<file path="src/rtl/quad_pos_counter.sv">
module quad_pos_counter #(
  parameter int CNT_W = 16
) (
  input  logic             clk,
  input  logic             rst_n,
  input  logic             ch_a,
  input  logic             ch_b,
  output logic [CNT_W-1:0] position,
  output logic             step_pulse,
  output logic             dir_up,
  output logic             wrap_pulse
);

  logic [1:0] s1, s2, h0, h1, h2, q, q_d;
  logic       pend_up, pend_dn;

  wire [1:0] agree = ~(h0 ^ h1) & ~(h1 ^ h2);
  wire [1:0] chg   = q ^ q_d;
  wire       legal = chg[0] ^ chg[1];
  wire       fwd   = q_d[1] ^ q[0];

  always_ff @(posedge clk or negedge rst_n) begin
    if (!rst_n) begin
      s1 <= '0; s2 <= '0;
      h0 <= '0; h1 <= '0; h2 <= '0;
      q  <= '0; q_d <= '0;
    end else begin
      s1 <= {ch_a, ch_b};
      s2 <= s1;
      h0 <= s2; h1 <= h0; h2 <= h1;
      q  <= (q & ~agree) | (h0 & agree);
      q_d <= q;
    end
  end

  always_ff @(posedge clk or negedge rst_n) begin
    if (!rst_n) begin
      pend_up <= 1'b0;
      pend_dn <= 1'b0;
      dir_up  <= 1'b1;
    end else begin
      pend_up <= legal & fwd;
      pend_dn <= legal & ~fwd;
      if (legal) dir_up <= fwd;
    end
  end

  always_ff @(posedge clk or negedge rst_n) begin
    if (!rst_n) begin
      position   <= '0;
      step_pulse <= 1'b0;
      wrap_pulse <= 1'b0;
    end else begin
      step_pulse <= pend_up | pend_dn;
      wrap_pulse <= (pend_up & (&position)) | (pend_dn & (position == '0));
      if (pend_up)      position <= position + 1'b1;
      else if (pend_dn) position <= position - 1'b1;
    end
  end

  assert_wrap_with_step_R6: assert property (@(posedge clk) disable iff (!rst_n)
    wrap_pulse |-> step_pulse);

  assert_up_increment_R2: assert property (@(posedge clk) disable iff (!rst_n)
    pend_up |=> position == $past(position) + 1'b1);

  assert_down_decrement_R3: assert property (@(posedge clk) disable iff (!rst_n)
    pend_dn |=> position == $past(position) - 1'b1);

  assert_hold_when_idle_R5: assert property (@(posedge clk) disable iff (!rst_n)
    !step_pulse |-> $stable(position));

  assert_dir_settled_R4: assert property (@(posedge clk) disable iff (!rst_n)
    $rose(step_pulse) |-> $stable(dir_up));

  assert_wrap_up_zero_R6: assert property (@(posedge clk) disable iff (!rst_n)
    (wrap_pulse && dir_up) |-> position == '0);

endmodule

</file>
<file path="config.mk">
export PLATFORM = sky130hd
export DESIGN_NAME = quad_pos_counter
export DESIGN_NICKNAME = d
export VERILOG_FILES = /design/src/rtl/quad_pos_counter.sv
export SDC_FILE = /design/constraint.sdc
export NUM_CORES = 1
export LEC_CHECK = 0
export BUFFER_PORTS_ARGS = -buffer_cell sky130_fd_sc_hd__buf_4
export CAP_MARGIN = 40
export CORE_MARGIN = 8
export CORE_UTILIZATION = 35
export DETAILED_ROUTE_END_ITERATION = 10
export MAX_ROUTING_LAYER = met4
export PLACE_DENSITY_LB_ADDON = 0.2
export SYNTH_ARGS = -nofsm -noshare
export SYNTH_HDL_FRONTEND = slang
export SYNTH_SLANG_ARGS = --single-unit
</file>
<file path="constraint.sdc">
create_clock -name clk -period 6.25 [get_ports clk]
set_input_delay 1.5625 -clock clk [delete_from_list [all_inputs] [get_ports clk]]
set_output_delay 1.5625 -clock clk [all_outputs]
set_load 0.05 [all_outputs]
</file>
==> out/metrics.csv, run 1 <==
stage,metric,value,unit
yosys,synthAdderAreaFrac,10.1,%
outcome,status,"complete, no violations",
grt,grt.total_usage,11.5,%
final_layout,nFillCells,567,
yosys,synth_seq_area_share,43.3,%
timing,relSlewSlack,61.2,%
clock_tree,cts.sinks,35,
critical_path,cp_num_buf_inv,1,
critical_path,startpoint,pend_up,
yosys,synth.area.top_cells,"dfrtp_1 (42%), ha_1 (8.7%), o21ai_0 (3.7%)",
timing,rsz0062_at_grt,no,
timing,fin_crit,2.65,ns
clock_tree,hold_buffers,0,
floorplan,die_y,92.1,um
grt,grt-ovfl-total,0,
yosys,async_reset_ff_share,100,%
timing,timing.final.crit_share,42.5,%
drt,vias,1578,
timing,tns,0,ns
yosys,syn-num-nets,220,
clock_tree,clockRootBuffer,clkbuf_8,
clock_tree,cts.path.max_buffers,2,
timing,setup_viol,0,
yosys,synthSimpleGateAreaFrac,17.6,%
clock_tree,cts_setup_buffers,0,
yosys,synth_common_cells,"dfrtp_1 (34), nand2_1 (18), o21ai_0 (15), ha_1 (14), a21oi_1 (11)",
drt,final_antenna_net_count,0,
floorplan,initial_utilization,36.5,%
clock_tree,cts-resized-gates,0,
yosys,synthXorXnorAreaFrac,4.33,%
placement,dp_hpwl,3.26,mm
job,max-cap-violations,0,
critical_path,reg2reg_slack,3.60,ns
hold_path,hold_path_class,flop to flop,
final_layout,nNetsFinal,247,
critical_path,cp-endpoint,position[12],
floorplan,die_area,8470,um^2
critical_path,startpoint_type,flop,
timing,clock.fmax,377,MHz
critical_path,critPathKind,flop to flop,
drt,drt-pass1-iter-count,4,
final_layout,num_antenna_cells,0,
yosys,synth_top_area_share,42.0,%
yosys,synth_area,2020,um^2
final_layout,finalCoreUtilization,43.2,%
final_layout,drive_gt1_share,21.0,%
drt,wirelength,4.42,mm
timing,drv_slew,0,
grt,grt_pass1_wl,7.67,mm
yosys,synth.distinct_cells,52,
yosys,ys_seq_elements,35,
clock_tree,cts_buffers,5,
yosys,syn_inst,201,
yosys,muxShareOfSynthArea,0,%
drt,routedWlPerCell,14.7,um
floorplan,num_rows,27,
grt,grt_max_degree,36,
critical_path,crit_chain,inv_1 -> ha_1 -> nor2b_1 -> o21a_1 -> o21ai_1 -> a21oi_1 -> or4_1 -> nand3_1,
final_layout,syn_to_final_growth,18.2,%
critical_path,cp-end-kind,flop,
drt,drt_iter0_drc,60,
yosys,ys_warn_count,0,
floorplan,fp.dieW,92.1,um
critical_path,slowest_delay,0.51,ns
clock_tree,cts_tree,yes,
placement,routabilityCongestion,0.800,
clock_tree,worstSkewPairLatency,0.29,ns
yosys,synth_flop_cell,dfrtp_1,
floorplan,design.core.area,5540,um^2
yosys,synth_area_leader_cell,dfrtp_1,
timing,finClkSkew,0.00685,ns
yosys,synth_top_family_by_area,compound AO/OA/AOI/OAI gates,
drt,viasPerCell,5.24,
critical_path,r2r_start,pend_up,
yosys,synth-compound-area-share,22.2,%
timing,hold_viol_final,0,
critical_path,crit-reg2reg-capture,position[12],
drt,drc_errors,0,
critical_path,cp_num_cells,8,
yosys,post-synth-top-count-cell,dfrtp_1,
critical_path,crit_family,simple AND/OR/NAND/NOR gates,
critical_path,crit_required,6.48,ns
grt,antenna_found_initial,0,
grt,grt_pass1_vias,1567,
clock_tree,htreeDepth,2,
critical_path,slowest_stage,or4_1,
critical_path,crit_fanout,17,
clock_tree,clk_pin_slew,0.08,ns
placement,portBuffers,22,
floorplan,io_pins,23,
timing,tightest_slew,0.581,ns
critical_path,reg2regPathDepth,8,
critical_path,worstPathArrival,2.89,ns
yosys,synth-edff-count,0,
yosys,syn_area_per_cell,10.1,um^2
-- worst reg2reg max path, stage by stage, from the launching register on --
cell     delay (ns)
dfrtp_1        0.42
inv_1          0.45
ha_1           0.40
nor2b_1        0.15
o21a_1         0.19
o21ai_1        0.24
a21oi_1        0.15
or4_1          0.51
nand3_1        0.09
-- kinds of logic (layout without fill, tap and decap cells) --
logic type                 after synthesis  after routing
buffers and inverters                   12             40
and+or+nand+nor                         67             67
AOI/OAI and AO/OA                       61             61
xor gates and xnor gates                10             10
DFF                                     35             35
adders and majority gates               16             16
-- per-stage QoR --
stage               std cells  hold slack (ns)  worst slack (ns)  instance area, um^2
floorplan                 201            0.331              3.91                 2020
global placement          292            0.332              3.66                 2270
detailed placement        293            0.339              3.64                 2280
CTS                       301            0.350              3.60                 2390
global route              301            0.368              3.34                 2390
finish                    301            0.345              3.60                 2390
-- sequential cells by signal, summed over array words and instances, names as in the netlist, named ones only --
name and cells:
dir_up 1, h0 2, h1 2, h2 2, pend_dn 1, pend_up 1
position 16, q_d 2, s1 2, s2 2, step_pulse 1, wrap_pulse 1
-- per-layer routing --
layer / up-vias / share of wire (%) / wire length, um / track usage (%)
li1: 803 / - / - / -
met1: 745 / 51 / 2250 / 14.9
met2: 24 / 44 / 1960 / 16.9
met3: 6 / 3.6 / 158 / 3.02
met4: 0 / 1.1 / 50 / 4.03
met5: - / 0 / 0 / -
-- cells in the final DEF, fill, tap and decap left out, types with 4 or more instances in the layout --
master / Yosys / final
xor2_1: 4 / 4
nor3_1: 7 / 7
nand4_1: 5 / 5
nor2_1: 10 / 10
nor4_1: 4 / 4
xnor2_1: 6 / 6
ha_1: 14 / 14
a21oi_1: 11 / 11
o31ai_1: 4 / 4
o21a_1: 7 / 7
nand3_1: 6 / 6
clkbuf_8: 0 / 5
nand2_1: 18 / 18
o21ai_0: 15 / 15
dfrtp_1: 34 / 34
inv_1: 8 / 8
buf_4: 1 / 24
-- cell type report --
cell class              instances  area (um^2)  share of cell area (%)
multi-input cells             154         1100                    45.9
flip-flops and latches         35          877                    36.7
well taps                      72         90.1                    3.77
inverters                       8         30.0                    1.26
clock buffers                   5         68.8                    2.88
repair buffers                 24          180                    7.53
clock inverters                 3         47.5                    1.99
-- worst min-delay path by stage --
stage                     start  endpoint  cells after the start
final                     s2[1]     h0[1]                      0
after global routing      s2[1]     h0[1]                      0
after CTS                 s2[1]     h0[1]                      0
after floorplan           s2[0]     h0[0]                      0
after detailed placement  s2[1]     h0[1]                      0
after global placement    s1[0]     s2[0]                      0
Power of run 1 is left out: the tool's default activity adds up to more than one toggle a clock period on the data nets, which glitch-free logic cannot reach.
==> inputs of run 2 (changes only) <==
ABC_AREA = 1   (was not set)
clock period = 2.3 ns   (was 6.25 ns; I/O delays follow)
==> out/metrics.csv, run 2 <==
stage,metric,value,unit,change
yosys,synthAdderAreaFrac,8.96,%,-1.2 points
timing,hold_slack,0.230,ns,-0.115 ns
timing,timing.final.crit_share,78.8,%,+36 points
critical_path,reg2regPathDepth,11,,+3
floorplan,die_y,94.9,um,+3.1%
clock_tree,hold_buffers,0,,unchanged
drt,wirelength,5.07,mm,+15%
clock_tree,cts.sinks,35,,unchanged
final_layout,regMostFlops,position,,
timing,finClkSkew,0.0134,ns,+0.00653 ns
drt,drt_iter0_drc,108,,+80%
grt,top_usage_layer,met2,,
yosys,post-synth-top-count-cell,nand2_1,,
yosys,ys_seq_elements,35,,unchanged
final_layout,drive_gt1_share,15.1,%,-5.8 points
final_layout,layout_common_cells,"nand2_1 (97), inv_1 (43), dfrtp_1 (34), buf_4 (26), nand3_1 (25)",,
placement,routabilityCongestion,0.863,,+7.8%
yosys,synth_area,2180,um^2,+7.6%
timing,fin_crit,1.81,ns,-0.842 ns
final_layout,nNetsFinal,342,,+38%
timing,setup_viol,0,,unchanged
drt,vias,1848,,+17%
yosys,syn-num-nets,311,,+41%
yosys,muxShareOfSynthArea,0,%,unchanged
clock_tree,cts-resized-gates,0,,unchanged
grt,grt-ovfl-total,0,,unchanged
yosys,synth_flop_cell,dfrtp_1,,
placement,dp_hpwl,3.81,mm,+17%
floorplan,design.core.area,5960,um^2,+7.5%
clock_tree,clk_pin_slew,0.09,ns,about the same
critical_path,worstPathArrival,1.99,ns,-0.90 ns
yosys,synth_area_leader_cell,dfrtp_1,,
grt,grt_max_degree,36,,unchanged
yosys,synth_top_area_share,39.1,%,-3.0 points
drt,drc_errors,0,,unchanged
timing,relSlewSlack,69.8,%,+8.6 points
yosys,syn_area_per_cell,7.46,um^2,-26%
outcome,status,"complete, no violations",,
clock_tree,cts_buffers,5,,unchanged
final_layout,largest_reg_flops,16,,unchanged
final_layout,finalCoreUtilization,43.1,%,-0.071 points
clock_tree,cts_setup_buffers,0,,unchanged
floorplan,num_rows,28,,+3.7%
final_layout,num_antenna_cells,0,,unchanged
critical_path,crit_required,2.48,ns,-4.00 ns
clock_tree,clockRootBuffer,clkbuf_8,,
clock_tree,cts_tree,yes,,
grt,grt.total_usage,12.4,%,+0.88 points
timing,hold_viol_final,0,,unchanged
yosys,synth_seq_area_share,40.3,%,-3.1 points
final_layout,syn_to_final_growth,17.9,%,
timing,tns,0,ns,unchanged
grt,grt_pass1_wl,8.61,mm,+12%
yosys,synth_common_cells,"nand2_1 (97), inv_1 (43), dfrtp_1 (34), nand3_1 (25), nor2_1 (15)",,
clock_tree,htreeDepth,2,,unchanged
placement,placedInstanceArea,2450,um^2,+7.7%
timing,rsz0062_at_grt,no,,
critical_path,cp-endpoint,position[14],,
grt,use_met3,2.86,%,-0.16 points
drt,viasPerCell,4.63,,-12%
placement,portBuffers,22,,unchanged
timing,tightest_slew,0.453,ns,-0.128 ns
clock_tree,worstSkewPairLatency,0.29,ns,about the same
critical_path,r2r_start,pend_up,,
final_layout,final_common_cell,nand2_1,,
yosys,synthSimpleGateAreaFrac,33.6,%,+16 points
yosys,async_reset_ff_share,100,%,unchanged
job,max-cap-violations,0,,unchanged
yosys,syn_inst,292,,+45%
grt,antenna_found_initial,0,,unchanged
critical_path,reg2reg_slack,0.49,ns,-3.11 ns
yosys,synth.distinct_cells,29,,-44%
final_layout,nFillCells,624,,+10%
final_layout,finalInstanceArea,2570,um^2,+7.3%
drt,final_antenna_net_count,0,,unchanged
yosys,synthXorXnorAreaFrac,3.22,%,-1.1 points
floorplan,io_pins,23,,unchanged
critical_path,cp-end-kind,flop,,
yosys,synth-compound-area-share,4.94,%,-17 points
timing,drv_slew,0,,unchanged
yosys,synth.area.top_cells,"dfrtp_1 (39%), nand2_1 (17%), ha_1 (8.0%)",,
timing,clock.fmax,552,MHz,+46%
drt,drt-pass1-iter-count,5,,+1
critical_path,crit_fanout,8,,-9
grt,grt_use_met1,15.4,%,+0.52 points
yosys,synth-edff-count,0,,unchanged
clock_tree,cts.path.max_buffers,2,,unchanged
final_layout,regArea,877,um^2,unchanged
drt,routedWlPerCell,12.7,um,-14%
critical_path,startpoint_type,flop,,
floorplan,fp.dieW,94.9,um,+3.1%
critical_path,crit-reg2reg-capture,position[14],,
yosys,ys_warn_count,0,,unchanged
critical_path,startpoint,pend_up,,
floorplan,initial_utilization,36.6,%,about the same
critical_path,critPathKind,flop to flop,,
final_layout,multi_input_comb_area,1100,um^2,+0.57%
hold_path,hold_path_class,input port to async pin,,
yosys,synth_top_family_by_area,simple AND/OR/NAND/NOR gates,,
floorplan,die_area,9000,um^2,+6.3%
grt,grtUsageMet2,20.0,%,+3.1 points
grt,grt_pass1_vias,1839,,+17%
[run 2: cell count changes in the layout (fill, tap and decap cells not counted), moves of 4 or more]
cell     delta
nand2_1    +79
inv_1      +35
nand3_1    +19
o21ai_0    -12
o21a_1      -7
inv_2       +5
nor2_1      +5
a21oi_1     -4
nand2_2     +4
o21ai_1     +4
[run 2: layer usage]
metal  vias up  routed length (um)
met5         -                   0
met4         0                  29
met3         4                 200
met2        27                2340
met1       827                2500
li1        990                   -
[run 2: how the worst min path moves through the flow]
stage	start	to	slack, ns	cells past startpoint
detailed placement	s2[1]	h0[1]	0.34	0
CTS	rst_n	position[7]	0.25	1
global placement	s2[0]	h0[0]	0.34	0
floorplan	rst_n	async pin	0.28	0
finish	rst_n	position[7]	0.23	1
global route	rst_n	h1[1]	0.27	1
[run 2: critical path, cell delays in order (launching register included)]
cell and delay (ns):
dfrtp_1 0.38, inv_1 0.08, buf_4 0.16, ha_1 0.28, nand2_1 0.11, inv_1 0.06, a21oi_1 0.16, nand2_2 0.11
nand2_1 0.13, nand3_1 0.08, nand3_1 0.09, nand2_1 0.05
[run 2: final cells by class]
| class | count | share of cell area, % |
|---|---|---|
| well taps | 75 | 3.65 |
| repair buffers | 26 | 7.60 |
| clock buffers | 5 | 2.68 |
| inverters | 48 | 7.02 |
| flip-flops and latches | 35 | 34.2 |
| multi-input cells | 207 | 43.0 |
| clock inverters | 3 | 1.85 |
[run 2: logic make-up (layout without fill, tap and decap cells)]
family                     after synthesis  after routing
xor gates and xnor gates                 8              8
buffers and inverters                   50             82
adders and majority gates               15             15
DFF                                     35             35
AOI/OAI and AO/OA                       19             19
and+or+nand+nor                        165            165
[run 2: per-stage QoR]
step / setup slack (ns) / instances
after detailed placement: 0.473 / 391
after global routing: 0.308 / 399
after global placement: 0.526 / 391
after floorplan: 0.352 / 292
after CTS: 0.468 / 399
final: 0.488 / 399
Power of run 2 is left out for the same reason.
